$ cat src/rtl/bmc_pkg.sv
package bmc_pkg;

    // Registered state of the substitution unit.
    typedef struct packed {
        logic mode;    // bitmap mode active
        logic lat_lo;  // remembered low source bit
        logic lat_hi;  // remembered high source bit
    } bmc_state_t;

    localparam bmc_state_t BMC_RESET = '{mode: 1'b0, lat_lo: 1'b0, lat_hi: 1'b0};

endpackage

$ cat src/rtl/bmc_nt_decode.sv
module bmc_nt_decode #(
    parameter int ADDR_W     = 14,
    parameter int TBL_W      = 10,
    parameter int ATTR_START = 'h3C0
) (
    input  logic [ADDR_W-1:0] addr,
    input  logic              rd,
    output logic              capture
);
    localparam logic [1:0] NT_REGION = 2'b10;

    logic in_region;
    logic below_attr;

    always_comb begin
        in_region  = (addr[ADDR_W-1 -: 2] == NT_REGION);
        below_attr = (int'(addr[TBL_W-1:0]) < ATTR_START);
        capture    = rd & in_region & below_attr;
    end
endmodule

$ cat src/rtl/bmc_state.sv
module bmc_state
    import bmc_pkg::*;
(
    input  logic clk,
    input  logic rst_n,
    input  logic mode_we,
    input  logic mode_val,
    input  logic capture,
    input  logic src_lo,
    input  logic src_hi,
    output logic mode_q,
    output logic lat_lo_q,
    output logic lat_hi_q
);
    bmc_state_t st_d, st_q;

    always_comb begin
        st_d = st_q;
        if (mode_we) begin
            st_d.mode = mode_val;
        end
        if (capture) begin
            st_d.lat_lo = src_lo;
            st_d.lat_hi = src_hi;
        end
    end

    always_ff @(posedge clk or negedge rst_n) begin
        if (!rst_n) begin
            st_q <= BMC_RESET;
        end else begin
            st_q <= st_d;
        end
    end

    assign mode_q   = st_q.mode;
    assign lat_lo_q = st_q.lat_lo;
    assign lat_hi_q = st_q.lat_hi;
endmodule

$ cat src/rtl/bmc_addr_mux.sv
module bmc_addr_mux #(
    parameter int CHR_W  = 13,
    parameter int SUB_LO = 3,
    parameter int SUB_HI = 12
) (
    input  logic [CHR_W-1:0] addr_in,
    input  logic             mode,
    input  logic             lat_lo,
    input  logic             lat_hi,
    output logic [CHR_W-1:0] addr_out
);
    for (genvar i = 0; i < CHR_W; i++) begin : g_bit
        if (i == SUB_LO) begin : g_lo
            assign addr_out[i] = mode ? lat_lo : addr_in[i];
        end else if (i == SUB_HI) begin : g_hi
            assign addr_out[i] = mode ? lat_hi : addr_in[i];
        end else begin : g_pass
            assign addr_out[i] = addr_in[i];
        end
    end
endmodule

$ cat src/rtl/bitmap_chr_remap.sv
module bitmap_chr_remap #(
    parameter int ADDR_W     = 14,
    parameter int CHR_W      = 13,
    parameter int TBL_W      = 10,
    parameter int ATTR_START = 'h3C0,
    parameter int SRC_LO     = 0,
    parameter int SRC_HI     = 9,
    parameter int SUB_LO     = 3,
    parameter int SUB_HI     = 12
) (
    input  logic              clk,
    input  logic              rst_n,
    input  logic [ADDR_W-1:0] ppu_addr,
    input  logic              ppu_rd,
    input  logic              mode_we,
    input  logic              mode_val,
    output logic [CHR_W-1:0]  chr_addr,
    output logic              chr_sel
);
    localparam int HI_W = ADDR_W - CHR_W;

    logic capture;
    logic mode_q, lat_lo_q, lat_hi_q;

    bmc_nt_decode #(
        .ADDR_W(ADDR_W), .TBL_W(TBL_W), .ATTR_START(ATTR_START)
    ) u_dec (
        .addr(ppu_addr), .rd(ppu_rd), .capture(capture)
    );

    bmc_state u_state (
        .clk(clk), .rst_n(rst_n),
        .mode_we(mode_we), .mode_val(mode_val),
        .capture(capture),
        .src_lo(ppu_addr[SRC_LO]), .src_hi(ppu_addr[SRC_HI]),
        .mode_q(mode_q), .lat_lo_q(lat_lo_q), .lat_hi_q(lat_hi_q)
    );

    bmc_addr_mux #(
        .CHR_W(CHR_W), .SUB_LO(SUB_LO), .SUB_HI(SUB_HI)
    ) u_mux (
        .addr_in(ppu_addr[CHR_W-1:0]), .mode(mode_q),
        .lat_lo(lat_lo_q), .lat_hi(lat_hi_q), .addr_out(chr_addr)
    );

    assign chr_sel = ppu_rd & (ppu_addr[ADDR_W-1 -: HI_W] == '0);
endmodule

$ cat config.mk
export PLATFORM = sky130hd
export DESIGN_NAME = bitmap_chr_remap
export DESIGN_NICKNAME = d
export VERILOG_FILES = /design/src/rtl/bmc_pkg.sv /design/src/rtl/bmc_nt_decode.sv /design/src/rtl/bmc_state.sv /design/src/rtl/bmc_addr_mux.sv /design/src/rtl/bitmap_chr_remap.sv
export SDC_FILE = /design/constraint.sdc
export NUM_CORES = 1
export LEC_CHECK = 0
export ABC_AREA = 1
export ABC_CLOCK_PERIOD_IN_PS = 1000
export CORE_AREA = 3 3 40 42
export CTS_CLUSTER_SIZE = 16
export DETAILED_ROUTE_END_ITERATION = 8
export DIE_AREA = 0 0 43 45
export GPL_TIMING_DRIVEN = 0
export PLACE_DENSITY = 0.65
export SYNTH_ARGS = -nofsm -noshare
export SYNTH_HDL_FRONTEND = slang
export SYNTH_HIERARCHICAL = 1
export SYNTH_SLANG_ARGS = --single-unit
$ cat constraint.sdc
create_clock -name clk -period 1 [get_ports clk]
set_clock_uncertainty 0.05 [all_clocks]
set_input_delay 0.2 -clock clk [delete_from_list [all_inputs] [get_ports clk]]
set_output_delay 0.2 -clock clk [all_outputs]
set_load 0.01 [all_outputs]
==> impl_metrics.toml, run 1 <==
[outcome]
status = "complete, but fails checks"
violations = "setup timing"

[die]
die-area_um2 = 1940
die_h_um = 45
die_width_um = 43
pin_count = 33
core_area_um2 = 1280
start_util_pct = 20.2
num_rows = 13

[logic_synthesis]
syn_nets = 59
synth.distinct_cells = 8
synth_seq_cells = 3
yosys_warnings = 6
netlist_instances = 40
netlist_area_um2 = 259
synth_seq_area_share_pct = 29.0
avgSynthCellArea_um2 = 6.47

[power]
power_switching_w = 0.000141
intPower_w = 0.000397
switching_share_pct = 26.1
seq_power_share_pct = 28.0
ir_worst_vdd_uv = 459
pwr-share-comb_pct = 33.3
power_density_nw_per_um2 = 1010
p_leak_nw = 0.313
clkPwrFrac_pct = 38.7

[clock_tree]
cts_inserted_buffers = 3
cts_tree = "yes"
cts_buffer_depth = 2
clock_sinks = 3
clock-root-buffer = "clkbuf_4"
clock_latency_ns = 0.23
clkSlewWorstSetupHoldPaths_ns = 0.04
htreeDepth = 1

[placement]
port_buffers = 26
hpwl_um = 602
gp_congestion = 0.612
dp.cells = 81
postPlaceCellArea_um2 = 538

[global_route]
antenna_found_initial = 0
grt_pass1_vias = 261
grt_max_degree = 5
grt_pass1_wl_um = 952
grt_usage_pct = 6.67
grt_remaining_overflow = 0

[final_layout]
final_cell_mix = "nand2_1 (17), dlygate4sd2_1 (13), buf_4 (12)"
n_antenna_cell = 0
stdcell_area_um2 = 534
final_util_pct = 41.6
fillers = 144
drive_gt1_share_pct = 35.7
nets = 90
final_common_cell = "nand2_1"
area_growth_pct = 106
stdcell_count = 85

[worst_setup_path]
cp.buffers_inverters = 2
rr_startpoint = "u_state/mode_q$_DFFE_PN0P_"
crit_type = "register to output pin"
arrival_ns = 0.90
slowest_stage = "dfrtp_1"
path_delay_family = "flip-flops"
slowest_delay_ns = 0.40
cp_max_fo = 4
startpoint = "u_state/mode_q$_DFFE_PN0P_"
critical_path_required_ns = 0.75
crit_top_cell = "nand2_1"
crit_path_cell_trace = "inv_2, nand2_1, nand2_1, buf_2"
cp-end-kind = "output pin"
cp-start-kind = "register"

[route]
ant_nets = 0
num_vias = 300
finalWirelength_um = 660
drt-pass1-iter-count = 2
avgViaCountPerCell = 3.53
drc = 0
wire_per_inst_um = 7.76
initialDrtViolationCount = 1

[job]
max_cap_viol_count = 0

[hold_path]
worstHoldPathType = "primary input to async pin"

[timing]
tightest_slew_ns = 0.136
postLayoutSetupSlackWorst_ns = -0.151
setup_violations = 2
hold_viol = 0
tns_ns = -0.302
whs_ns = 0.101
rsz0062_at_grt = "yes"
fin_crit_sh_pct = 115
slew_headroom_pct = 90.9
drv_slew = 0
post-route-min-period_ns = 1.15
max_clock_freq_mhz = 869
-- cells in the mapped netlist --
cell type	number	area share, %
buf_4	11	32
dfrtp_1	3	29
nor2_2	1	2.4
nand3_1	1	1.9
nand2_1	17	25
clkinv_1	1	1.4
nor2_1	2	2.9
inv_1	4	5.8
-- logic make-up after synthesis --
kind of cell / share of synthesized area, %
buffers and inverters: 39.1
flip-flops: 29.0
AND/OR/NAND/NOR: 31.9
-- final timing paths --
path                       cells past startpoint  slack [ns]                      endpoint
setup reg to reg                               2        0.32    u_state/mode_q$_DFFE_PN0P_
min in group clk                               3        0.29  u_state/lat_lo_q$_DFFE_PN0P_
hold reg to reg                                2        0.42  u_state/lat_hi_q$_DFFE_PN0P_
max in group asynchronous                      1        0.66  u_state/lat_lo_q$_DFFE_PN0P_
hold / removal                                 1        0.10  u_state/lat_hi_q$_DFFE_PN0P_
setup / recovery                               4       -0.15                   chr_addr[3]
-- layer usage --
metal | vias to the layer above | GRT usage (%) | wire length (um)
li1 | 166 | - | -
met4 | 0 | 5.42 | 0
met2 | 12 | 10.5 | 356
met3 | 0 | 3.19 | 78
met5 | - | 0 | 0
met1 | 122 | 6.76 | 224
-- what timing repair did --
action / in CTS / in global routing
pin swaps: 1 / 1
setup buffers: 0 / 0
resized for setup: 49 / 2
setup endpoints to repair: 16 / 4
hold buffers: 0 / 0
-- flip-flops by register name, indices dropped and copies added, names as in the netlist --
register / count
u_state/mode_q: 1
u_state/lat_hi_q: 1
u_state/lat_lo_q: 1
-- metrics by stage --
| stage | setup WS [ns] | power, W |
|---|---|---|
| 6_report | -0.151 | 0.000538 |
| 5_1_grt | -0.207 | 0.000583 |
| 4_1_cts | -0.188 | 0.000559 |
| 3_5_place_dp | -0.599 | 0.000367 |
| 3_3_place_gp | -0.588 | 0.000364 |
| 2_1_floorplan | 0.174 | 0.000236 |
-- final cells by class --
cell class	instances	area, um^2	share of cell area, %
repair buffers	26	228	42.6
multi-input cells	21	85.1	15.9
plain buffers	11	82.6	15.5
flip-flops and latches	3	75.1	14.1
clock buffers	4	26.3	4.92
inverters	5	18.8	3.51
well taps	15	18.8	3.51
-- power groups by stage --
stage          sequential (W)  clock [W]  combinational (W)
2_1_floorplan        0.000149          0          0.0000871
3_3_place_gp         0.000151          0           0.000213
3_5_place_dp         0.000152          0           0.000215
4_1_cts              0.000150   0.000225           0.000184
5_1_grt              0.000153   0.000232           0.000198
6_report             0.000151   0.000208           0.000179
Power figures use the tool's default switching activity.
==> run 2: changes to the inputs <==
--- a/config.mk
+++ b/config.mk
@@ -8,3 +8,3 @@
 export ABC_AREA = 1
-export ABC_CLOCK_PERIOD_IN_PS = 1000
+export ABC_CLOCK_PERIOD_IN_PS = 1500
 export CORE_AREA = 3 3 40 42
==> constraint.sdc (replaced) <==
create_clock -name clk -period 1.5 [get_ports clk]
set_clock_uncertainty 0.05 [all_clocks]
set_input_delay 0.225 -clock clk [delete_from_list [all_inputs] [get_ports clk]]
set_output_delay 0.225 -clock clk [all_outputs]
set_load 0.01 [all_outputs]
==> run 2 against run 1 <==
  * The flow now finishes without violations
  * Critical path depth down 1
  * Flip-flop and latch count is the same
  * Combinational power shrank 27%
  * First-iteration DRC count did not move
  * Wire length up 0.15%
  * Final area rose by 3.7%
  * Critical endpoint is now chr_addr[9]
==> impl_metrics.toml, run 2 (synthesis results as in run 1) <==
[worst_setup_path]
cp-start-kind = "primary input"
cp_max_fo = 3
crit_cells = 3
slowest_stage = "clkdlybuf4s50_1"
critical_path_required_ns = 1.22
reg2regPathDepth = 2
cp.buffers_inverters = 3
path_delay_family = "buffers and inverters"
slowest_delay_ns = 0.50
cp-end-kind = "output pin"
arrival_ns = 1.10
crit_type = "primary input to output pin"
crit_path_cell_trace = "clkdlybuf4s50_1, buf_4, dlygate4sd2_1"

[clock_tree]
clkSlewWorstSetupHoldPaths_ns = 0.04
clock_sinks = 3
cts_tree = "yes"
clock-root-buffer = "clkbuf_4"
htreeDepth = 1
cts_inserted_buffers = 3
cts_buffer_depth = 2
clock_latency_ns = 0.23

[power]
power_w = 0.000369
power_density_nw_per_um2 = 665
p_leak_nw = 0.292
ir_worst_vdd_uv = 311

[final_layout]
stdcell_area_um2 = 554
nets = 90
final_common_cell = "clkdlybuf4s50_1"
drive_gt1_share_pct = 21.4
area_growth_pct = 114
n_antenna_cell = 0
final_cell_mix = "clkdlybuf4s50_1 (18), nand2_1 (17), buf_4 (11)"

[route]
num_vias = 302
ant_nets = 0
wire_per_inst_um = 7.78
drt-pass1-iter-count = 2
initialDrtViolationCount = 1
finalWirelength_um = 661
avgViaCountPerCell = 3.55
drc = 0

[global_route]
grt_max_degree = 5
grt_usage_pct = 6.67
grt_pass1_wl_um = 952
grt_pass1_vias = 258
grt_remaining_overflow = 0
antenna_found_initial = 0

[die]
core_area_um2 = 1280
die_h_um = 45
pin_count = 33
start_util_pct = 20.2
num_rows = 13
die_width_um = 43
die-area_um2 = 1940

[placement]
postPlaceCellArea_um2 = 538
hpwl_um = 602
gp_congestion = 0.612
place_ws_ns = -0.149
port_buffers = 26

[timing]
slew_headroom_pct = 88.7
post-route-min-period_ns = 1.37
rsz0062_at_grt = "no"
setup_violations = 0
hold_viol = 0
postLayoutSetupSlackWorst_ns = 0.129
max_clock_freq_mhz = 729
tightest_slew_ns = 0.168
drv_slew = 0
fin_crit_sh_pct = 91.4

[job]
max_cap_viol_count = 0

[outcome]
status = "completed"

[hold_path]
worstHoldPathType = "primary input to async pin"
run 2: cell count changes in the layout (fill, tap and decap cells not counted), sizes merged:
cell | before | now
clkdlybuf4s50 | 4 | 18
dlygate4sd2 | 13 | 8
buf | 19 | 11
dlymetal6s2s | 1 | 0
run 2: worst paths after layout:
kind	slack, ns	start	end
setup / recovery	0.13	ppu_addr[9]	chr_addr[9]
hold / removal	0.13	rst_n	u_state/lat_hi_q$_DFFE_PN0P_
setup reg to reg	0.83	u_state/mode_q$_DFFE_PN0P_	u_state/mode_q$_DFFE_PN0P_
hold reg to reg	0.42	u_state/lat_hi_q$_DFFE_PN0P_	u_state/lat_hi_q$_DFFE_PN0P_
max in group asynchronous	1.13	rst_n	u_state/lat_lo_q$_DFFE_PN0P_
min in group clk	0.42	u_state/lat_hi_q$_DFFE_PN0P_	u_state/lat_hi_q$_DFFE_PN0P_
run 2: worst register-to-register path: cells and delay by family (launching register included):
kind | cells | cell delay [ns]
flops | 1 | 0.39
simple gates | 2 | 0.12
run 2: layout make-up:
cell class	count	area, um^2
timing repair buffer	26	250
fill	138	731
tap	15	18.8
buffer	11	82.6
multi-input combinational	21	82.6
inverter	5	18.8
clock buffer	4	26.3
sequential	3	75.1
run 2: through the flow:
step	hold WS [ns]	TNS, ns	utilization, %	cells
2_1_floorplan	-0.121	0	-	40
3_3_place_gp	0.369	-0.856	41.9	81
3_5_place_dp	0.370	-0.904	41.9	81
4_1_cts	0.117	0	43.1	85
5_1_grt	0.132	0	43.1	85
6_report	0.126	0	43.1	85
run 2: metal layers:
metal  vias up  global-route usage [%]  part of all wire [%]
li1        166                       -                     -
met1       124                    6.76                    35
met5         -                       0                     0
met4         0                    5.42                     0
met3         0                    3.19                    11
met2        12                    10.5                    54
run 2: repair_timing:
item / 4_1_cts / 5_1_grt
buffers inserted: 0 / 0
gates resized for setup: 8 / 0
setup endpoints to repair: 8 / 0
hold buffers: 0 / 0
run 2: where the power goes:
group,internal (W),total [W],switching (W)
sequential,0.0000930,0.0000999,0.00000691
combinational,0.0000837,0.000130,0.0000460
clock,0.0000995,0.000139,0.0000394
total,0.000276,0.000369,0.0000923
